**src/rtl/mdio_mgmt_pkg.sv**
```systemverilog
package mdio_mgmt_pkg;

   typedef enum logic [1:0] {
      SEL_CTRL  = 2'd0,
      SEL_CMD   = 2'd1,
      SEL_WDATA = 2'd2,
      SEL_RDATA = 2'd3
   } reg_sel_e;

   typedef enum logic [1:0] {
      OP_RSVD0 = 2'd0,
      OP_WRITE = 2'd1,
      OP_READ  = 2'd2,
      OP_RSVD3 = 2'd3
   } mgmt_op_e;

   typedef struct packed {
      logic [4:0] phy;
      logic [4:0] regn;
      logic [1:0] op;
      logic       go;
   } mgmt_cmd_t;

   localparam int READY_BIT = 7;

   function automatic mgmt_cmd_t decode_cmd(input logic [31:0] w);
      mgmt_cmd_t c;
      c.phy  = w[28:24];
      c.regn = w[20:16];
      c.op   = w[15:14];
      c.go   = w[11];
      return c;
   endfunction

endpackage

```
**src/rtl/mdio_phy_model.sv**
```systemverilog
module mdio_phy_model #(
   parameter int REG_AW = 5,
   parameter int DW     = 16
) (
   input  logic              clk,
   input  logic              rst_n,
   input  logic              link_up,
   input  logic              we,
   input  logic [REG_AW-1:0] wr_reg,
   input  logic [DW-1:0]     wr_data,
   input  logic [REG_AW-1:0] rd_reg,
   output logic [DW-1:0]     rd_data
);
   localparam int NREG = 1 << REG_AW;
   localparam logic [DW-1:0] CLR_MASK = DW'(16'h8200);

   initial begin
      if (NREG < 19) $error("PHY register file too small for fabricated registers");
      if (DW != 16) $error("PHY data width must be 16");
   end

   logic [DW-1:0] regs_q [NREG];

   function automatic logic [DW-1:0] reset_val(input int i);
      case (i)
         0:       return DW'(16'h3100);
         2:       return DW'(16'h0300);
         3:       return DW'(16'hE400);
         4:       return DW'(16'h01E1);
         default: return '0;
      endcase
   endfunction

   always_ff @(posedge clk) begin
      if (!rst_n) begin
         for (int i = 0; i < NREG; i++) regs_q[i] <= reset_val(i);
      end else if (we) begin
         for (int i = 1; i < NREG; i++)
            if (wr_reg == REG_AW'(i)) regs_q[i] <= wr_data;
         regs_q[0] <= ((wr_reg == '0) ? wr_data : regs_q[0]) & ~CLR_MASK;
      end
   end

   logic [DW-1:0] adv;
   logic          spd100, fdx;
   assign adv    = regs_q[4];
   assign spd100 = adv[7] | adv[8];
   assign fdx    = adv[6] | adv[8];

   always_comb begin
      case (rd_reg)
         REG_AW'(1):  rd_data = link_up ? DW'(16'h782E) : '0;
         REG_AW'(5):  rd_data = DW'(16'h4000) | (adv & DW'(16'h01E0)) | DW'(1);
         REG_AW'(17): rd_data = DW'(16'h8000);
         REG_AW'(18): rd_data = link_up ? DW'({4'b0, fdx, spd100, 10'b0}) : '0;
         default:     rd_data = regs_q[rd_reg];
      endcase
   end

   // control-register reset and autoneg-restart bits never survive a write
   a_r7_bmcr_clear: assert property (@(posedge clk) disable iff (!rst_n)
      we |=> (regs_q[0][15] == 1'b0 && regs_q[0][9] == 1'b0));

endmodule

```
**src/rtl/mdio_reg_bank.sv**
```systemverilog
module mdio_reg_bank
   import mdio_mgmt_pkg::*;
#(
   parameter int BUS_W  = 32,
   parameter int PHY_DW = 16,
   parameter int DIV_W  = 6
) (
   input  logic              clk,
   input  logic              rst_n,
   input  logic              req_fire,
   input  logic              req_write,
   input  logic [1:0]        req_sel,
   input  logic [BUS_W-1:0]  req_wdata,
   input  logic              phy_hit,
   input  logic [PHY_DW-1:0] phy_rd_data,
   output logic [4:0]        cmd_phy,
   output logic [4:0]        cmd_reg,
   output logic              phy_we,
   output logic [PHY_DW-1:0] phy_wdata,
   output logic              rsp_valid,
   output logic [BUS_W-1:0]  rsp_rdata,
   output logic              op_invalid,
   output logic              cfg_warn
);
   localparam int CTRL_W = DIV_W + 1;
   localparam int EN_BIT = DIV_W;

   initial begin
      if (BUS_W < 32) $error("host word must hold a full command");
      if (PHY_DW > BUS_W) $error("PHY word wider than host word");
   end

   mgmt_cmd_t         dec;
   logic              cmd_wr;
   logic [CTRL_W-1:0] ctrl_q;
   logic [BUS_W-1:0]  cmd_q, wdata_q, rdata_q;

   assign dec       = decode_cmd(req_wdata[31:0]);
   assign cmd_wr    = req_fire && req_write && (req_sel == SEL_CMD);
   assign cmd_phy   = dec.phy;
   assign cmd_reg   = dec.regn;
   assign phy_we    = cmd_wr && dec.go && (dec.op == OP_WRITE) && phy_hit;
   assign phy_wdata = wdata_q[PHY_DW-1:0];

   always_ff @(posedge clk) begin
      if (!rst_n) begin
         ctrl_q     <= '0;
         cmd_q      <= '0;
         wdata_q    <= '0;
         rdata_q    <= '0;
         rsp_valid  <= 1'b0;
         rsp_rdata  <= '0;
         op_invalid <= 1'b0;
         cfg_warn   <= 1'b0;
      end else begin
         rsp_valid  <= 1'b0;
         op_invalid <= 1'b0;
         cfg_warn   <= 1'b0;
         if (req_fire && req_write) begin
            case (req_sel)
               SEL_CTRL: begin
                  ctrl_q   <= req_wdata[CTRL_W-1:0];
                  cfg_warn <= req_wdata[EN_BIT] && (req_wdata[DIV_W-1:0] == '0);
               end
               SEL_CMD: begin
                  cmd_q <= req_wdata;
                  if (dec.go) begin
                     if (dec.op == OP_READ)
                        rdata_q <= BUS_W'(phy_hit ? phy_rd_data : {PHY_DW{1'b1}});
                     else if (dec.op != OP_WRITE)
                        op_invalid <= 1'b1;
                  end
               end
               SEL_WDATA: wdata_q <= req_wdata;
               default:   rdata_q <= req_wdata;
            endcase
         end else if (req_fire) begin
            rsp_valid <= 1'b1;
            case (req_sel)
               SEL_CTRL:  rsp_rdata <= BUS_W'(ctrl_q);
               SEL_CMD:   rsp_rdata <= cmd_q | (BUS_W'(1) << READY_BIT);
               SEL_WDATA: rsp_rdata <= wdata_q;
               default:   rsp_rdata <= rdata_q;
            endcase
         end
      end
   end

   a_r1_read_response: assert property (@(posedge clk) disable iff (!rst_n)
      (req_fire && !req_write) |=> rsp_valid);
   a_r1_write_silent: assert property (@(posedge clk) disable iff (!rst_n)
      (req_fire && req_write) |=> !rsp_valid);
   a_r3_ready_bit: assert property (@(posedge clk) disable iff (!rst_n)
      (req_fire && !req_write && req_sel == SEL_CMD) |=> rsp_rdata[READY_BIT]);
   a_r8_ctrl_narrow: assert property (@(posedge clk) disable iff (!rst_n)
      (req_fire && !req_write && req_sel == SEL_CTRL) |=> (rsp_rdata[BUS_W-1:CTRL_W] == '0));
   a_r8_warn_pulse: assert property (@(posedge clk) disable iff (!rst_n)
      (req_fire && req_write && req_sel == SEL_CTRL && req_wdata[EN_BIT]
       && req_wdata[DIV_W-1:0] == '0) |=> cfg_warn);
   a_r5_absent_ones: assert property (@(posedge clk) disable iff (!rst_n)
      (cmd_wr && dec.go && dec.op == OP_READ && !phy_hit) |=> (rdata_q == BUS_W'(32'hFFFF)));
   a_r6_invalid_flag: assert property (@(posedge clk) disable iff (!rst_n)
      (cmd_wr && dec.go && (dec.op == OP_RSVD0 || dec.op == OP_RSVD3)) |=> op_invalid);
   a_r6_invalid_keeps: assert property (@(posedge clk) disable iff (!rst_n)
      (cmd_wr && dec.go && (dec.op == OP_RSVD0 || dec.op == OP_RSVD3)) |=> $stable(rdata_q));

endmodule

```
**src/rtl/mdio_mgmt_ctrl.sv**
```systemverilog
module mdio_mgmt_ctrl #(
   parameter int         BUS_W        = 32,
   parameter int         PHY_REG_AW   = 5,
   parameter int         PHY_DW       = 16,
   parameter int         DIV_W        = 6,
   parameter bit         PHY_PRESENT  = 1'b1,
   parameter logic [4:0] PHY_BUS_ADDR = 5'd7
) (
   input  logic             clk,
   input  logic             rst_n,
   input  logic             link_up,
   input  logic             req_valid,
   output logic             req_ready,
   input  logic             req_write,
   input  logic [1:0]       req_sel,
   input  logic [BUS_W-1:0] req_wdata,
   output logic             rsp_valid,
   output logic [BUS_W-1:0] rsp_rdata,
   output logic             op_invalid,
   output logic             cfg_warn
);
   initial begin
      if (PHY_REG_AW != 5) $error("command carries a 5-bit PHY register field");
      if (DIV_W != 6) $error("divisor must fill bits 5:0 below the enable");
   end

   logic              ready_q, req_fire, phy_hit, phy_we;
   logic [4:0]        cmd_phy, cmd_reg;
   logic [PHY_DW-1:0] phy_wdata, phy_rd_data;

   always_ff @(posedge clk) begin
      if (!rst_n) ready_q <= 1'b0;
      else        ready_q <= 1'b1;
   end
   assign req_ready = ready_q;
   assign req_fire  = req_valid && ready_q;
   assign phy_hit   = PHY_PRESENT && (cmd_phy == PHY_BUS_ADDR);

   mdio_reg_bank #(.BUS_W(BUS_W), .PHY_DW(PHY_DW), .DIV_W(DIV_W)) u_bank (
      .clk(clk), .rst_n(rst_n), .req_fire(req_fire), .req_write(req_write),
      .req_sel(req_sel), .req_wdata(req_wdata), .phy_hit(phy_hit),
      .phy_rd_data(phy_rd_data), .cmd_phy(cmd_phy), .cmd_reg(cmd_reg),
      .phy_we(phy_we), .phy_wdata(phy_wdata), .rsp_valid(rsp_valid),
      .rsp_rdata(rsp_rdata), .op_invalid(op_invalid), .cfg_warn(cfg_warn)
   );

   generate
      if (PHY_PRESENT) begin : g_phy
         mdio_phy_model #(.REG_AW(PHY_REG_AW), .DW(PHY_DW)) u_phy (
            .clk(clk), .rst_n(rst_n), .link_up(link_up), .we(phy_we),
            .wr_reg(cmd_reg), .wr_data(phy_wdata), .rd_reg(cmd_reg),
            .rd_data(phy_rd_data)
         );
      end else begin : g_nophy
         assign phy_rd_data = '1;
      end
   endgenerate

   a_r1_ready_after_reset: assert property (@(posedge clk) disable iff (!rst_n)
      $past(rst_n) |-> req_ready);

endmodule

```
**config.mk**
```make
export PLATFORM = sky130hd
export DESIGN_NAME = mdio_mgmt_ctrl
export DESIGN_NICKNAME = d
export VERILOG_FILES = /design/src/rtl/mdio_mgmt_pkg.sv /design/src/rtl/mdio_phy_model.sv /design/src/rtl/mdio_reg_bank.sv /design/src/rtl/mdio_mgmt_ctrl.sv
export SDC_FILE = /design/constraint.sdc
export NUM_CORES = 1
export LEC_CHECK = 0
export BUFFER_PORTS_ARGS = -buffer_cell sky130_fd_sc_hd__buf_2
export CORE_UTILIZATION = 62
export DETAILED_ROUTE_END_ITERATION = 16
export PLACE_DENSITY_LB_ADDON = 0.2
export SETUP_SLACK_MARGIN = 0.1
export SKIP_LAST_GASP = 1
export SYNTH_ARGS = -nofsm -noshare
export SYNTH_HDL_FRONTEND = slang
export SYNTH_SLANG_ARGS = --single-unit
```
**constraint.sdc**
```tcl
create_clock -name clk -period 3.7 [get_ports clk]
set_input_delay 0.37 -clock clk [delete_from_list [all_inputs] [get_ports clk]]
set_output_delay 0.37 -clock clk [all_outputs]
set_load 0.02 [all_outputs]
```
==> flow_summary_export.csv <==
group,metric,value,unit
placed_design,port_buffers,74,
clock_tree,htree_num_levels,3,
placed_design,dpl.hpwl,52900,um
clock_tree,ctsResizeCount,0,
cells_and_area,multi_input_area,11400,um2
yosys,synth.avg_cell_area,10.8,um2
yosys,async_reset_ff_share,0,%
timing,finClkSkew,0.0270,ns
yosys,synth-seq-cells,648,
critical_path,r2r_start,"req_ready$_DFF_P_",
timing,slew-limit-headroom,10.0,%
clock_tree,cts_hold_buf,0,
outcome,status,"finished, final reports clean",
critical_path,r2r_end,"g_phy.u_phy.regs_q[2][4]$_SDFFCE_PN0P_",
clock_tree,cts_sinks,648,
timing,fmax,370,MHz
yosys,ys_types,78,
grt,grt_usage,36.4,%
die,die_y,216,um
die,initial_core_util,62.8,%
power_and_ir_drop,p_total,15200,uW
clock_tree,clk_path_buf_depth,3,
worst_hold_path,worstHoldPathType,"in2reg",
yosys,synth_area_leader_cell,"edfxtp_1",
critical_path,end_kind,"register",
timing,tns,0,ns
critical_path,cp_max_fo,57,
critical_path,rrSetupSlack,1.17,ns
die,ios,75,
clock_tree,post_cts_buffers,0,
routing,post-route-drc-count,0,
worst_hold_path,holdPathEnd,"u_bank.rdata_q[23]$_SDFFE_PN0P_",
yosys,ys_warn_count,0,
cells_and_area,synthToLayoutAreaGrowth,10.6,%
routing,via_count,21521,
yosys,ys_top_cells_by_area,"edfxtp_1 30%, dfxtp_1 25%, mux4_2 7.4%",
die,core_area,45300,um2
power_and_ir_drop,powerDensity,484,nW/um2
power_and_ir_drop,p_leak,0.0112,uW
yosys,synth_area,28400,um2
timing,setup_viol,0,
power_and_ir_drop,irDropWorstVdd,0.455,mV
grt,grt_max_degree,79,
timing,finalCritPeriodShare,73.1,%
grt,grt_first_pass_wirelength,127000,um
routing,drt_iter0_markers,3037,
yosys,synth_nets,2668,
routing,routedWlPerCell,25.7,um
critical_path,start_kind,"input port",
clock_tree,cts_tree,"yes",
cells_and_area,nFillCells,3190,
clock_tree,clk_pin_slew,0.06,ns
critical_path,critPathKind,"in2reg",
die,die-area,46700,um2
critical_path,ff2ff_path_depth,7,
clock_tree,cts_made_buffers,66,
critical_path,crit_arrival,3.18,ns
die,rows,78,
yosys,synth_cells,2629,
timing,hold_violations,0,
timing,finalHoldWorstSlack,0.0150,ns
flow_run,max_cap_viol_count,0,
clock_tree,clk_latency,0.61,ns
yosys,synth-edff-count,286,
routing,firstDrtPassIters,8,
timing,final_max_slew_viol_count,0,
routing,drtAntennaViolNets,0,
timing,worstMarginPinSlew,1.35,ns
cells_and_area,regArea,15800,um2
clock_tree,cts_root_buffer,"clkbuf_16",
cells_and_area,drive_gt1_share,16.5,%
routing,wl,84100,um
placed_design,place_congestion,1.01,
yosys,synthFlopType,"dfxtp_1",
yosys,synth_seq_area_share,55.7,%
timing,period_needed,2.71,ns
worst_hold_path,hold_path_startpoint,"req_wdata[23]",
critical_path,crit_required,4.18,ns
grt,gr-total-overflow,0,
timing,rsz0062_at_grt,"false",
yosys,synth_top_area_share,30.2,%
grt,antenna_found_initial,2,
worst_hold_path,whs_path_depth,2,
die,die_w,216,um
routing,via_per_inst,6.58,
grt,grt_pass1_vias,20968,
cells_and_area,nets,2665,
==> sequential cells by signal (all words and copies together) (netlist names) <==
name,flops
g_phy.u_phy.regs_q,510
req_ready,1
u_bank.cfg_warn,1
u_bank.cmd_q,31
u_bank.ctrl_q,7
u_bank.op_invalid,1
u_bank.rdata_q,32
u_bank.rsp_rdata,32
u_bank.rsp_valid,1
u_bank.wdata_q,32
==> Yosys cell counts, types with 4 or more instances <==
cell and count:
a211o_1 9, nor4_2 7, nor2b_1 7, o22ai_1 8, nand4_1 9, mux2i_1 63
buf_1 33, or4_1 5, nor2_2 5, and2_1 279, nor2_1 57, buf_2 31
a31oi_1 6, nand3_1 132, a221o_1 5, buf_6 12, a21o_1 4, a22o_1 25
mux2_2 44, buf_4 18, mux4_2 93, o21ai_0 206, dfxtp_1 362, edfxtp_1 286
a211oi_1 6, clkbuf_1 162, o211ai_1 7, o21ai_1 57, nor3_1 26, o221ai_1 20
a221oi_1 29, a21oi_1 87, or3_1 11, nand2_1 436, a22oi_1 16
==> final cells by class <==
| type | instances | share of cell area, % |
|---|---|---|
| clock inverters | 16 | 0.772 |
| flip-flops and latches | 648 | 50.3 |
| well taps | 600 | 2.39 |
| inverters | 5 | 0.0597 |
| multi-input cells | 1717 | 36.4 |
| repair buffers | 188 | 4.01 |
| clock buffers | 97 | 6.01 |
| diodes | 1 | 0.00796 |
==> how the worst max path moves through the flow <==
| stage | startpoint | cells past startpoint | slack, ns | to |
|---|---|---|---|---|
| after CTS | req_wdata[17] | 7 | 1.11 | u_bank.rdata_q[12]$_SDFFE_PN0P_ |
| after floorplan | req_ready$_DFF_P_ | 6 | 0.28 | g_phy.u_phy.regs_q[1][0]$_SDFFCE_PN0P_ |
| after global routing | req_wdata[17] | 7 | 1.00 | u_bank.rdata_q[4]$_SDFFE_PN0P_ |
| final | req_wdata[17] | 7 | 0.99 | u_bank.rdata_q[4]$_SDFFE_PN0P_ |
| after global placement | req_wdata[17] | 7 | 0.50 | u_bank.rdata_q[12]$_SDFFE_PN0P_ |
| after detailed placement | req_wdata[17] | 7 | 0.47 | u_bank.rdata_q[12]$_SDFFE_PN0P_ |
==> per-stage QoR <==
stage	worst slack (ns)	instance area, um2	instances	util, %
5_1_grt	1.00	31400	3271	69.4
4_1_cts	1.11	31400	3271	69.4
3_5_place_dp	0.474	29300	3158	64.7
2_1_floorplan	0.283	28400	2629	-
6_report	0.995	31500	3272	69.5
3_3_place_gp	0.496	29300	3158	64.7
==> worst max-delay path, cell delays in order <==
cell and delay (ns):
clkbuf_8 0.53, buf_4 0.44, mux2_2 0.38, a221oi_1 0.69, nand3_1 0.46, nand2_1 0.18, o31ai_1 0.08
==> logic make-up after synthesis <==
logic type | after synthesis | share of synthesized area (%)
XOR/XNOR | 2 | 0.0616
multiplexers | 203 | 11.6
AND/OR/NAND/NOR | 1003 | 17.4
AO/OA/AOI/OAI | 509 | 10.9
buffers and inverters | 264 | 4.30
flip-flops | 648 | 55.7
==> cells in the final DEF, fill, tap and decap left out, types with 4 or more instances in the layout <==
cell       netlist  routed
o22ai_1          8       8
nor2b_1          7       7
o21ai_1         57      72
and2_1         279     280
clkbuf_16        0      68
buf_2           31      70
clkbuf_1       162      21
nand4_1          9       9
a22oi_1         16      16
o221ai_1        20      20
buf_4           18     115
nor3_1          26      26
or3_1           11      11
a22o_1          25      25
o21ai_0        206     191
a21oi_1         87      87
bufinv_16        0       5
a221o_1          5       5
clkbuf_8         0      10
nand2_1        436     436
nor2_1          57      55
nor2_2           5       7
a211o_1          9       9
a31oi_1          6       6
nand3_1        132     132
o211ai_1         7       7
mux2i_1         63      63
or4_1            5       5
a21o_1           4       4
a211oi_1         6       6
clkinv_1         1       4
a221oi_1        29      29
mux4_2          93      93
mux2_2          44      44
dfxtp_1        362     362
edfxtp_1       286     286
nor4_4           0       7
==> power breakdown <==
part / switching (uW) / total (uW) / internal, uW
logic: 609 / 893 / 284
clock network: 2770 / 6670 / 3900
registers: 63.8 / 7650 / 7590
total: 3450 / 15200 / 11800
==> per-layer routing <==
layer	vias to the layer above	GRT usage, %	share of wire, %
met5	-	0	0.011
met3	262	11.0	12
met2	1295	54.9	45
met4	2	17.7	5.0
li1	9402	-	-
met1	10560	48.0	38
Power figures use the tool's default switching activity.
